[src/rtl/mon_seq_sched.sv]
module mon_seq_sched #(
  parameter int DATA_W = 16,
  parameter int CH_W   = 4
) (
  input  logic              clk,
  input  logic              rst,
  input  logic              aux_en,
  output logic              conv_start,
  output logic [CH_W-1:0]   conv_sel,
  input  logic              conv_done,
  input  logic [DATA_W-1:0] conv_data,
  output logic              res_valid,
  output logic [CH_W-1:0]   res_chan,
  output logic [DATA_W-1:0] res_data,
  output logic              frame_done
);
  localparam int CORE_SLOTS = 6;
  localparam int EXT_SLOTS  = 8;
  localparam int SLOT_W     = $clog2(EXT_SLOTS);

  typedef enum logic [1:0] {S_IDLE, S_ISSUE, S_WAIT} st_t;

  st_t             st;
  logic [SLOT_W-1:0] slot;
  logic            ext_q;
  logic            pair_q;

  wire last = (slot == SLOT_W'(ext_q ? EXT_SLOTS - 1 : CORE_SLOTS - 1));
  wire take = (st == S_WAIT) && conv_done;

  assign conv_start = (st == S_ISSUE);
  assign conv_sel   = (int'(slot) < CORE_SLOTS) ? CH_W'(slot)
                    : CH_W'(slot) + CH_W'({pair_q, 1'b0});

  always_ff @(posedge clk) begin
    if (rst) begin
      st         <= S_IDLE;
      slot       <= '0;
      ext_q      <= aux_en;
      pair_q     <= 1'b0;
      res_valid  <= 1'b0;
      frame_done <= 1'b0;
      res_chan   <= '0;
      res_data   <= '0;
    end else begin
      res_valid  <= take;
      frame_done <= take && last;
      case (st)
        S_IDLE:  st <= S_ISSUE;
        S_ISSUE: st <= S_WAIT;
        default: if (conv_done) st <= S_ISSUE;
      endcase
      if (take) begin
        res_chan <= conv_sel;
        res_data <= conv_data;
        if (last) begin
          slot   <= '0;
          ext_q  <= aux_en;
          pair_q <= aux_en && ext_q && !pair_q;
        end else begin
          slot <= slot + SLOT_W'(1);
        end
      end
    end
  end
endmodule

[config.mk]
export PLATFORM = sky130hd
export DESIGN_NAME = mon_seq_sched
export DESIGN_NICKNAME = d
export VERILOG_FILES = /design/src/rtl/mon_seq_sched.sv
export SDC_FILE = /design/constraint.sdc
export NUM_CORES = 1
export LEC_CHECK = 0
export ABC_AREA = 1
export BUFFER_PORTS_ARGS = -buffer_cell sky130_fd_sc_hd__buf_2
export CAP_MARGIN = 5
export CORE_MARGIN = 8
export CORE_UTILIZATION = 49
export CTS_CLUSTER_SIZE = 16
export DETAILED_ROUTE_END_ITERATION = 7
export GPL_ROUTABILITY_DRIVEN = 0
export HOLD_SLACK_MARGIN = 0.08
export PLACE_DENSITY = 0.83
export SYNTH_ARGS = -nofsm -noshare
export SYNTH_HDL_FRONTEND = slang
export SYNTH_SLANG_ARGS = --single-unit
[constraint.sdc]
create_clock -name clk -period 1.9 [get_ports clk]
set_input_delay 0.38 -clock clk [delete_from_list [all_inputs] [get_ports clk]]
set_output_delay 0.38 -clock clk [all_outputs]
set_load 0.02 [all_outputs]
==> results.toml, run 1 <==
[run_status]
status = "finished, final reports clean"

[logic_synthesis]
synth_top_area_share_pct = 49.94
synth.distinct_cells = 22
yosys-top-cells-area = "dfxtp_1 (50%), nor2_1 (13%), o21ai_0 (10%)"
yosys.area.top_type = "dfxtp_1"
synth_area_per_cell_sq_um = 8.017
syn-num-nets = 163
ys_seq_area_share_pct = 52.62
syn_area_sq_um = 1122
synth_edf_count = 1
netlist_instances = 140
ys.warnings.count = 0
ys.flop_type = "dfxtp_1"
async_reset_ff_share_pct = 0
ys_ff_latch = 29

[sta]
maxSlewHeadroom_pct = 62.93
tns_ns = 0
finClkSkew_ns = 0.006265
setup_viol = 0
rsz0062_at_grt = "false"
min_period_ns = 1.817
fmax_ghz = 0.5504
hold_violations = 0
tightest_slew_ns = 0.5554
period_share_pct = 95.62
drv_slew = 0

[clocking]
insertion_delay_ns = 0.33
tritoncts = "yes"
postCtsHoldBufs = 0
htreeDepth = 2
clock_path_buffers = 2
clockRootBuffer = "clkbuf_4"
clkTransAtPathRegs_ns = 0.09
cts.sinks = 29
numCtsBuffers = 5

[cells_and_area]
insertedDiodeCount = 0
nets = 214
drive_gt1_share_pct = 35.42
area_growth_pct = 31.77
stdcell_area_sq_um = 1479
finalNonFillerCells = 220

[die]
rows = 17
die_y_um = 63.86
pin_count = 47
initial_core_util_pct = 51.23
core-area_sq_um = 2191
die_area_sq_um = 4078
dieWidth_um = 63.86

[detailed_routing]
drc = 0
viasPerCell = 5.014
drt_iter0_drc = 47
routedWlPerCell_um = 13.24
ant_nets = 0
wirelength_mm = 2.913
vias = 1103
drtPass1Iterations = 4

[power]
p_leak_uw = 0.0007951
power_density_nw_per_um2 = 831.8
ir_worst_vdd_mv = 0.5945

[global_route]
gr-total-overflow = 0
grt_usage_pct = 14.48
grt_pass1_wl_mm = 4.767
antenna_found_initial = 0
grt_max_degree = 25
grt_pass1_vias = 1144

[critical_path]
cp_cell_sequence = "ha_4 -> ha_4 -> o21ai_2 -> inv_1 -> buf_4"
crit_required_ns = 1.52
cp.arrival_ns = 1.44
crit_path_max_incr_delay_ns = 0.36
startpoint_type = "flip-flop"
crit_type = "flip-flop to primary output"
worstPathMaxFanout = 2
crit_top_cell = "ha_4"
cp-end-kind = "primary output"
cpMaxStageDelayCell = "dfxtp_4"

[run]
cap_violations = 0

[placed_design]
io_buffers = 46
dpl.hpwl_mm = 2.062
dpl_cell_area_sq_um = 1350
dp.cells = 209

[worst_hold_path]
hp-class = "primary input to flip-flop"
-- layer usage --
metal | vias to the layer above | global-route usage (%) | routed length (um)
met5 | - | 0 | 0
met4 | 0 | 6.407 | 51
met3 | 6 | 9.930 | 287
met2 | 49 | 23.46 | 1389
met1 | 498 | 13.98 | 1185
li1 | 550 | - | -
-- worst paths after layout --
check | start | slack, ns | to | cells after the start
min | aux_en | 0.24 | ext_q$_DFFE_PP_ | 1
min reg2reg | res_chan[0]$_SDFFE_PP0P_ | 0.49 | res_chan[0]$_SDFFE_PP0P_ | 2
max reg2reg | slot[1]$_SDFFE_PP0P_ | 0.60 | res_chan[2]$_SDFFE_PP0P_ | 6
max | slot[1]$_SDFFE_PP0P_ | 0.08 | conv_sel[2] | 5
-- cells in the final DEF (no fill, tap or decap) --
| master | count |
|---|---|
| buf_2 | 45 |
| nor2_1 | 38 |
| dfxtp_1 | 26 |
| o21ai_0 | 22 |
| nand2_1 | 12 |
| inv_1 | 10 |
| buf_4 | 6 |
| a21oi_1 | 5 |
| clkbuf_4 | 5 |
| nand3_1 | 4 |
| nor3_1 | 2 |
| ha_4 | 2 |
| clkbuf_8 | 2 |
| o21ai_2 | 1 |
| nor2_2 | 1 |
| nand4_1 | 1 |
| inv_2 | 1 |
| nand2_2 | 1 |
| a21oi_2 | 1 |
| o21a_1 | 1 |
| nand3b_1 | 1 |
| ha_1 | 1 |
| clkinv_2 | 1 |
| edfxtp_1 | 1 |
| dfxtp_2 | 1 |
| dfxtp_4 | 1 |
-- stage by stage --
stage                     hold slack (ns)  setup slack (ns)  utilization (%)  power [uW]
after CTS                          0.2262          0.009893            65.85        1245
after global placement             0.4704            0.2966            61.62       812.4
after global routing               0.2272           0.02717            67.50        1295
final                              0.2438           0.08328            67.50        1230
after detailed placement           0.4762            0.2212            61.62       818.1
after floorplan                    0.4424            0.3947                -       761.1
-- cell usage after synthesis, types with 2 or more instances --
cell type and count:
nor3_1 2, a21oi_1 5, nor2_1 38, nand3_1 4, inv_1 10, o21ai_0 23, buf_2 3, ha_1 3
dfxtp_1 28, nand2_1 12
-- power by group --
| group | internal [uW] | total, uW | switching, uW |
|---|---|---|---|
| logic | 53.5 | 149 | 95.7 |
| registers | 640 | 657 | 16.9 |
| clock network | 214 | 424 | 210 |
-- cell type report --
type | instances | area, sq um
Tap cell | 28 | 35.03
Fill cell | 214 | 711.9
Sequential cell | 29 | 595.6
Inverter | 11 | 41.29
Multi-Input combinational cell | 93 | 466.7
Timing Repair Buffer | 51 | 270.3
Clock buffer | 7 | 65.06
Clock inverter | 1 | 5.005
-- cell families (layout without fill, tap and decap cells) --
kind of cell               count (synthesis)  count (layout)  share of synthesized area (%)
adders and majority gates                  3               3                          3.345
AOI/OAI and AO/OA                         30              30                          13.94
buffers and inverters                     18              70                          8.360
DFF                                       29              29                          52.62
and+or+nand+nor                           60              60                          21.74
-- state kept, by name, summed over array words and instances, names as in the netlist --
signal / cells
st: 2
res_chan: 4
ext_q: 1
slot: 3
res_valid: 1
res_data: 16
frame_done: 1
pair_q: 1
-- critical path: cells and delay by family (launching register included) --
kind	cells	cell delay, ns
adders and majority gates	2	0.39
DFF	1	0.36
buffers and inverters	2	0.20
AOI/OAI and AO/OA	1	0.15
-- what timing repair did --
action,CTS,global route
setup endpoints to repair,1,2
pin swaps,1,2
resized for setup,4,5
buffers inserted,2,1
No activity file was read; power rests on OpenSTA's default activity.
==> run 2, diff against run 1 <==
--- a/config.mk
+++ b/config.mk
@@ -10,11 +10,11 @@
 export CAP_MARGIN = 5
 export CORE_MARGIN = 8
 export CORE_UTILIZATION = 49
-export CTS_CLUSTER_SIZE = 16
+export CTS_CLUSTER_SIZE = 24
 export DETAILED_ROUTE_END_ITERATION = 7
 export GPL_ROUTABILITY_DRIVEN = 0
 export HOLD_SLACK_MARGIN = 0.08
-export PLACE_DENSITY = 0.83
+export PLACE_DENSITY = 0.85
 export SYNTH_ARGS = -nofsm -noshare
 export SYNTH_HDL_FRONTEND = slang
 export SYNTH_SLANG_ARGS = --single-unit
==> run 2 against run 1 <==
Sequential share of layout area up 1.5 points. Maximum frequency down 0.31%. Critical endpoint unchanged. Sequential cell count unchanged. Clock skew up 0.0034 ns. Die area unchanged. Clock power down 19%. Combinational power down 3%. Via count down 4.4%. Non-clock buffer count down 3. Clock-buffer cell count up 1. Worst setup slack worse by 0.0057 ns. Routed wire length down 3.5%.
==> results.toml, run 2 (synthesis results as in run 1) <==
[detailed_routing]
wirelength_mm = 2.810
vias = 1054
drc = 0
routedWlPerCell_um = 12.95
viasPerCell = 4.857
ant_nets = 0
drtPass1Iterations = 4
drt_iter0_drc = 38

[cells_and_area]
stdcell_area_sq_um = 1425
finalNonFillerCells = 217
largest_reg_flops = 16
n_fill_cell = 203
layout_commonest_cell = "buf_2"
top_register = "res_data"
final_cell_mix = "buf_2 (45), nor2_1 (38), dfxtp_1 (26), o21ai_0 (21), nand2_1 (12)"
drive_gt1_share_pct = 32.80
nets = 211
reg_top3 = "res_data: 16 flops, res_chan: 4 flops, slot: 3 flops"
area_growth_pct = 26.98
insertedDiodeCount = 0

[critical_path]
cp-end-kind = "primary output"
cpMaxStageDelayCell = "dfxtp_4"
cp.arrival_ns = 1.44
startpoint_type = "flip-flop"
cp_cell_sequence = "ha_2 -> ha_4 -> o21ai_2 -> inv_1 -> buf_4"
crit_path_max_incr_delay_ns = 0.36
crit_type = "flip-flop to primary output"
worstPathMaxFanout = 4
crit_required_ns = 1.52

[sta]
tightest_slew_ns = 0.5409
period_share_pct = 95.92
tns_ns = 0
setup_viol = 0
min_period_ns = 1.822
drv_slew = 0
fmax_ghz = 0.5487
finClkSkew_ns = 0.009691
rsz0062_at_grt = "false"
hold-worst-slack_ns = 0.2566
hold_violations = 0
maxSlewHeadroom_pct = 63.90

[die]
die_y_um = 63.86
core-area_sq_um = 2191
pin_count = 47
die_area_sq_um = 4078
dieWidth_um = 63.86
initial_core_util_pct = 51.23
rows = 17

[run_status]
status = "finished, final reports clean"

[placed_design]
dpl.hpwl_mm = 2.055
dpl_cell_area_sq_um = 1343
dp.cells = 208
io_buffers = 46

[global_route]
grt_usage_pct = 14.42
grt_pass1_vias = 1131
antenna_found_initial = 0
grt_max_degree = 25
grt_pass1_wl_mm = 4.850
gr-total-overflow = 0

[clocking]
clock_path_buffers = 2
numCtsBuffers = 5
insertion_delay_ns = 0.32
tritoncts = "yes"
clockRootBuffer = "clkbuf_4"
postCtsHoldBufs = 0
clkTransAtPathRegs_ns = 0.09
htreeDepth = 2
cts.sinks = 29

[power]
p_int_uw = 839.4
clockPowerShare_pct = 29.9
p_switching_uw = 306.0
power_density_nw_per_um2 = 803.7
ir_worst_vdd_mv = 0.4627
p_leak_uw = 0.0007664
switching_share_pct = 26.71
seqPwrFrac_pct = 57.5
pwr-share-comb_pct = 12.7
totalPowerFinal_uw = 1145

[worst_hold_path]
hp-class = "primary input to flip-flop"

[run]
cap_violations = 0
==> run 2: changes by cell type in the layout (fill, tap and decap cells not counted), sizes merged <==
| cell | change |
|---|---|
| clkbuf | +1 |
| buf | -3 |
| clkinv | -1 |
==> run 2: routing by layer <==
| metal | routed length [um] | vias up | GRT usage, % |
|---|---|---|---|
| met5 | 0 | - | 0 |
| met4 | 27 | 0 | 7.521 |
| met3 | 214 | 4 | 6.098 |
| met2 | 1392 | 42 | 23.96 |
| met1 | 1175 | 465 | 15.24 |
| li1 | - | 543 | - |
==> run 2: critical path: cells and delay by family (launching register included) <==
| kind | cells | cell delay [ns] |
|---|---|---|
| flops | 1 | 0.36 |
| buf+inv | 2 | 0.21 |
| fa+ha+maj | 2 | 0.42 |
| compound gates | 1 | 0.15 |
==> run 2: repair_timing <==
item                                    in CTS  in global routing
hold endpoints to repair                     0                  0
setup buffers                                0                  1
pin swaps                                    1                  1
endpoints found under the setup margin       2                  2
gates resized for setup                      3                  6
==> run 2: area by class of cell <==
type	instances	area (sq um)	area share [%]
inverter	11	41.29	2.897
sequential	29	595.6	41.79
timing repair buffer	48	247.7	17.38
clock buffer	8	48.80	3.424
tap	28	35.03	2.458
multi-input combinational	93	456.7	32.05
==> run 2: worst paths after layout <==
check                                start                        to  slack [ns]  cells past startpoint
setup / recovery      slot[1]$_SDFFE_PP0P_               conv_sel[2]        0.08                      5
hold / removal                      aux_en           ext_q$_DFFE_PP_        0.26                      1
setup reg to reg        st[1]$_SDFFE_PP0P_       pair_q$_SDFFE_PP0P_        0.52                      6
hold reg to reg   res_chan[0]$_SDFFE_PP0P_  res_chan[0]$_SDFFE_PP0P_        0.47                      2
==> run 2: power by group through the flow <==
stage	Combinational [uW]	Sequential, uW	Clock (uW)
2_1_floorplan	64.5	697	0
3_3_place_gp	140	670	0
3_5_place_dp	144	673	0
4_1_cts	145	660	354
5_1_grt	162	662	372
6_report	145	658	342
==> run 2: metrics by stage <==
step / util, % / worst slack [ns]
finish: 65.05 / 0.07755
global route: 65.05 / 0.01978
CTS: 63.74 / 0.01306
detailed placement: 61.28 / 0.2348
global placement: 61.28 / 0.2954
floorplan: - / 0.3947
==> run 3, diff against run 2 <==
--- a/config.mk
+++ b/config.mk
@@ -9,12 +9,12 @@
 export BUFFER_PORTS_ARGS = -buffer_cell sky130_fd_sc_hd__buf_2
 export CAP_MARGIN = 5
 export CORE_MARGIN = 8
-export CORE_UTILIZATION = 49
+export CORE_UTILIZATION = 45
 export CTS_CLUSTER_SIZE = 24
 export DETAILED_ROUTE_END_ITERATION = 7
 export GPL_ROUTABILITY_DRIVEN = 0
 export HOLD_SLACK_MARGIN = 0.08
-export PLACE_DENSITY = 0.85
+export PLACE_DENSITY = 0.8
 export SYNTH_ARGS = -nofsm -noshare
 export SYNTH_HDL_FRONTEND = slang
 export SYNTH_SLANG_ARGS = --single-unit
==> run 3 against run 2 <==
Die area grew 6.6%. Clock power grew 3%. Maximum frequency shrank 0.51%. Via count grew 2.6%. Cell area grew 0.97%. Power grew 1.2%. Final cell count grew 1.8%. Combinational power grew 3%. Critical endpoint unchanged. Largest power group unchanged.
==> results.toml, run 3 (synthesis results as in run 1) <==
[run_status]
status = "finished, final reports clean"

[sta]
setup_slack_ns = 0.06818
min_period_ns = 1.832
tns_ns = 0
finClkSkew_ns = 0.006536
setup_viol = 0
hold_violations = 0
period_share_pct = 96.41
rsz0062_at_grt = "false"
drv_slew = 0
fmax_ghz = 0.5459
maxSlewHeadroom_pct = 62.69
tightest_slew_ns = 0.5591

[run]
cap_violations = 0

[placed_design]
dp_slack_ns = 0.2266
dp.cells = 212
io_buffers = 46
dpl.hpwl_mm = 2.104

[die]
die_y_um = 65.94
die_area_sq_um = 4348
core-area_sq_um = 2410
rows = 18
pin_count = 47
dieWidth_um = 65.94
initial_core_util_pct = 46.57

[global_route]
grt_max_degree = 25
grt_usage_pct = 13.96
gr-total-overflow = 0
grt_pass1_vias = 1141
grt_pass1_wl_mm = 4.705
antenna_found_initial = 0

[cells_and_area]
utilization_pct = 59.71
largest_reg_flops = 16
final_cell_mix = "buf_2 (46), nor2_1 (38), dfxtp_1 (27), o21ai_0 (22), nand2_1 (12)"
insertedDiodeCount = 0
reg_top3 = "res_data: 16 flops, res_chan: 4 flops, slot: 3 flops"
n_fill_cell = 226
top_register = "res_data"
drive_gt1_share_pct = 33.51
area_growth_pct = 28.21
layout_commonest_cell = "buf_2"
finalNonFillerCells = 221
nets = 213

[clocking]
cts.sinks = 29
insertion_delay_ns = 0.33
tritoncts = "yes"
clkTransAtPathRegs_ns = 0.09
htreeDepth = 2
clock_path_buffers = 2
clockRootBuffer = "clkbuf_4"
numCtsBuffers = 5

[detailed_routing]
drt_iter0_drc = 58
vias = 1081
routedWlPerCell_um = 12.80
drtPass1Iterations = 4
ant_nets = 0
viasPerCell = 4.891
drc = 0
wirelength_mm = 2.828

[critical_path]
cp.arrival_ns = 1.45
crit_required_ns = 1.52
r2r_start = "st[1]$_SDFFE_PP0P_"
crit_type = "flip-flop to primary output"
worstPathMaxFanout = 2
startpoint_type = "flip-flop"
startpoint = "slot[1]$_SDFFE_PP0P_"
cp-end-kind = "primary output"

[worst_hold_path]
hp-class = "primary input to flip-flop"
worstHoldStart = "aux_en"

[power]
p_leak_uw = 0.0007854
ir_worst_vdd_mv = 0.6536
power_density_nw_per_um2 = 805.3
run 3: timing repair:
item / in CTS / in global routing
pin swaps: 1 / 1
resized for setup: 4 / 1
endpoints found under the setup margin: 1 / 1
hold buffers: 0 / 0
buffers inserted: 1 / 0
gates cloned: 0 / 0
run 3: final cells by class:
| class | count | area, sq um | share of cell area (%) |
|---|---|---|---|
| Tap cell | 30 | 37.54 | 2.609 |
| Inverter | 11 | 41.29 | 2.870 |
| Multi-Input combinational cell | 93 | 454.2 | 31.57 |
| Clock inverter | 2 | 10.01 | 0.6957 |
| Timing Repair Buffer | 50 | 260.3 | 18.09 |
| Clock buffer | 6 | 41.29 | 2.870 |
| Sequential cell | 29 | 594.3 | 41.30 |
run 3: critical path: stages (launching register included):
cell and delay [ns]:
dfxtp_4 0.35, ha_1 0.22, ha_4 0.22, o21ai_2 0.14, inv_1 0.04, buf_2 0.15
run 3: path summary, 6_finish.rpt:
| path | endpoint | slack, ns | cells past startpoint |
|---|---|---|---|
| min | ext_q$_DFFE_PP_ | 0.25 | 1 |
| max | conv_sel[2] | 0.07 | 5 |
| max reg2reg | pair_q$_SDFFE_PP0P_ | 0.64 | 7 |
| min reg2reg | res_chan[0]$_SDFFE_PP0P_ | 0.49 | 2 |
run 3: per-stage QoR:
step | cell area [sq um] | hold WS (ns) | power [uW]
after global placement | 1360 | 0.4697 | 814.2
after global routing | 1439 | 0.2342 | 1216
after detailed placement | 1360 | 0.4822 | 819.8
after floorplan | 1122 | 0.4424 | 761.1
after CTS | 1426 | 0.2348 | 1169
final | 1439 | 0.2550 | 1159
run 3: where the power goes:
part	internal, uW	leakage (uW)	switching [uW]
clock network	141	0.0000320	211
registers	640	0.000238	16.7
logic	54.5	0.000515	95.4
total	835	0.000785	324
run 3: layer usage:
layer	wire length (um)	track usage (%)	share of wire [%]	up-vias
met5	0	0	0	-
met1	1179	14.21	42	481
met4	78	9.867	2.8	0
met2	1257	21.32	44	47
met3	311	7.797	11	7
li1	-	-	-	546
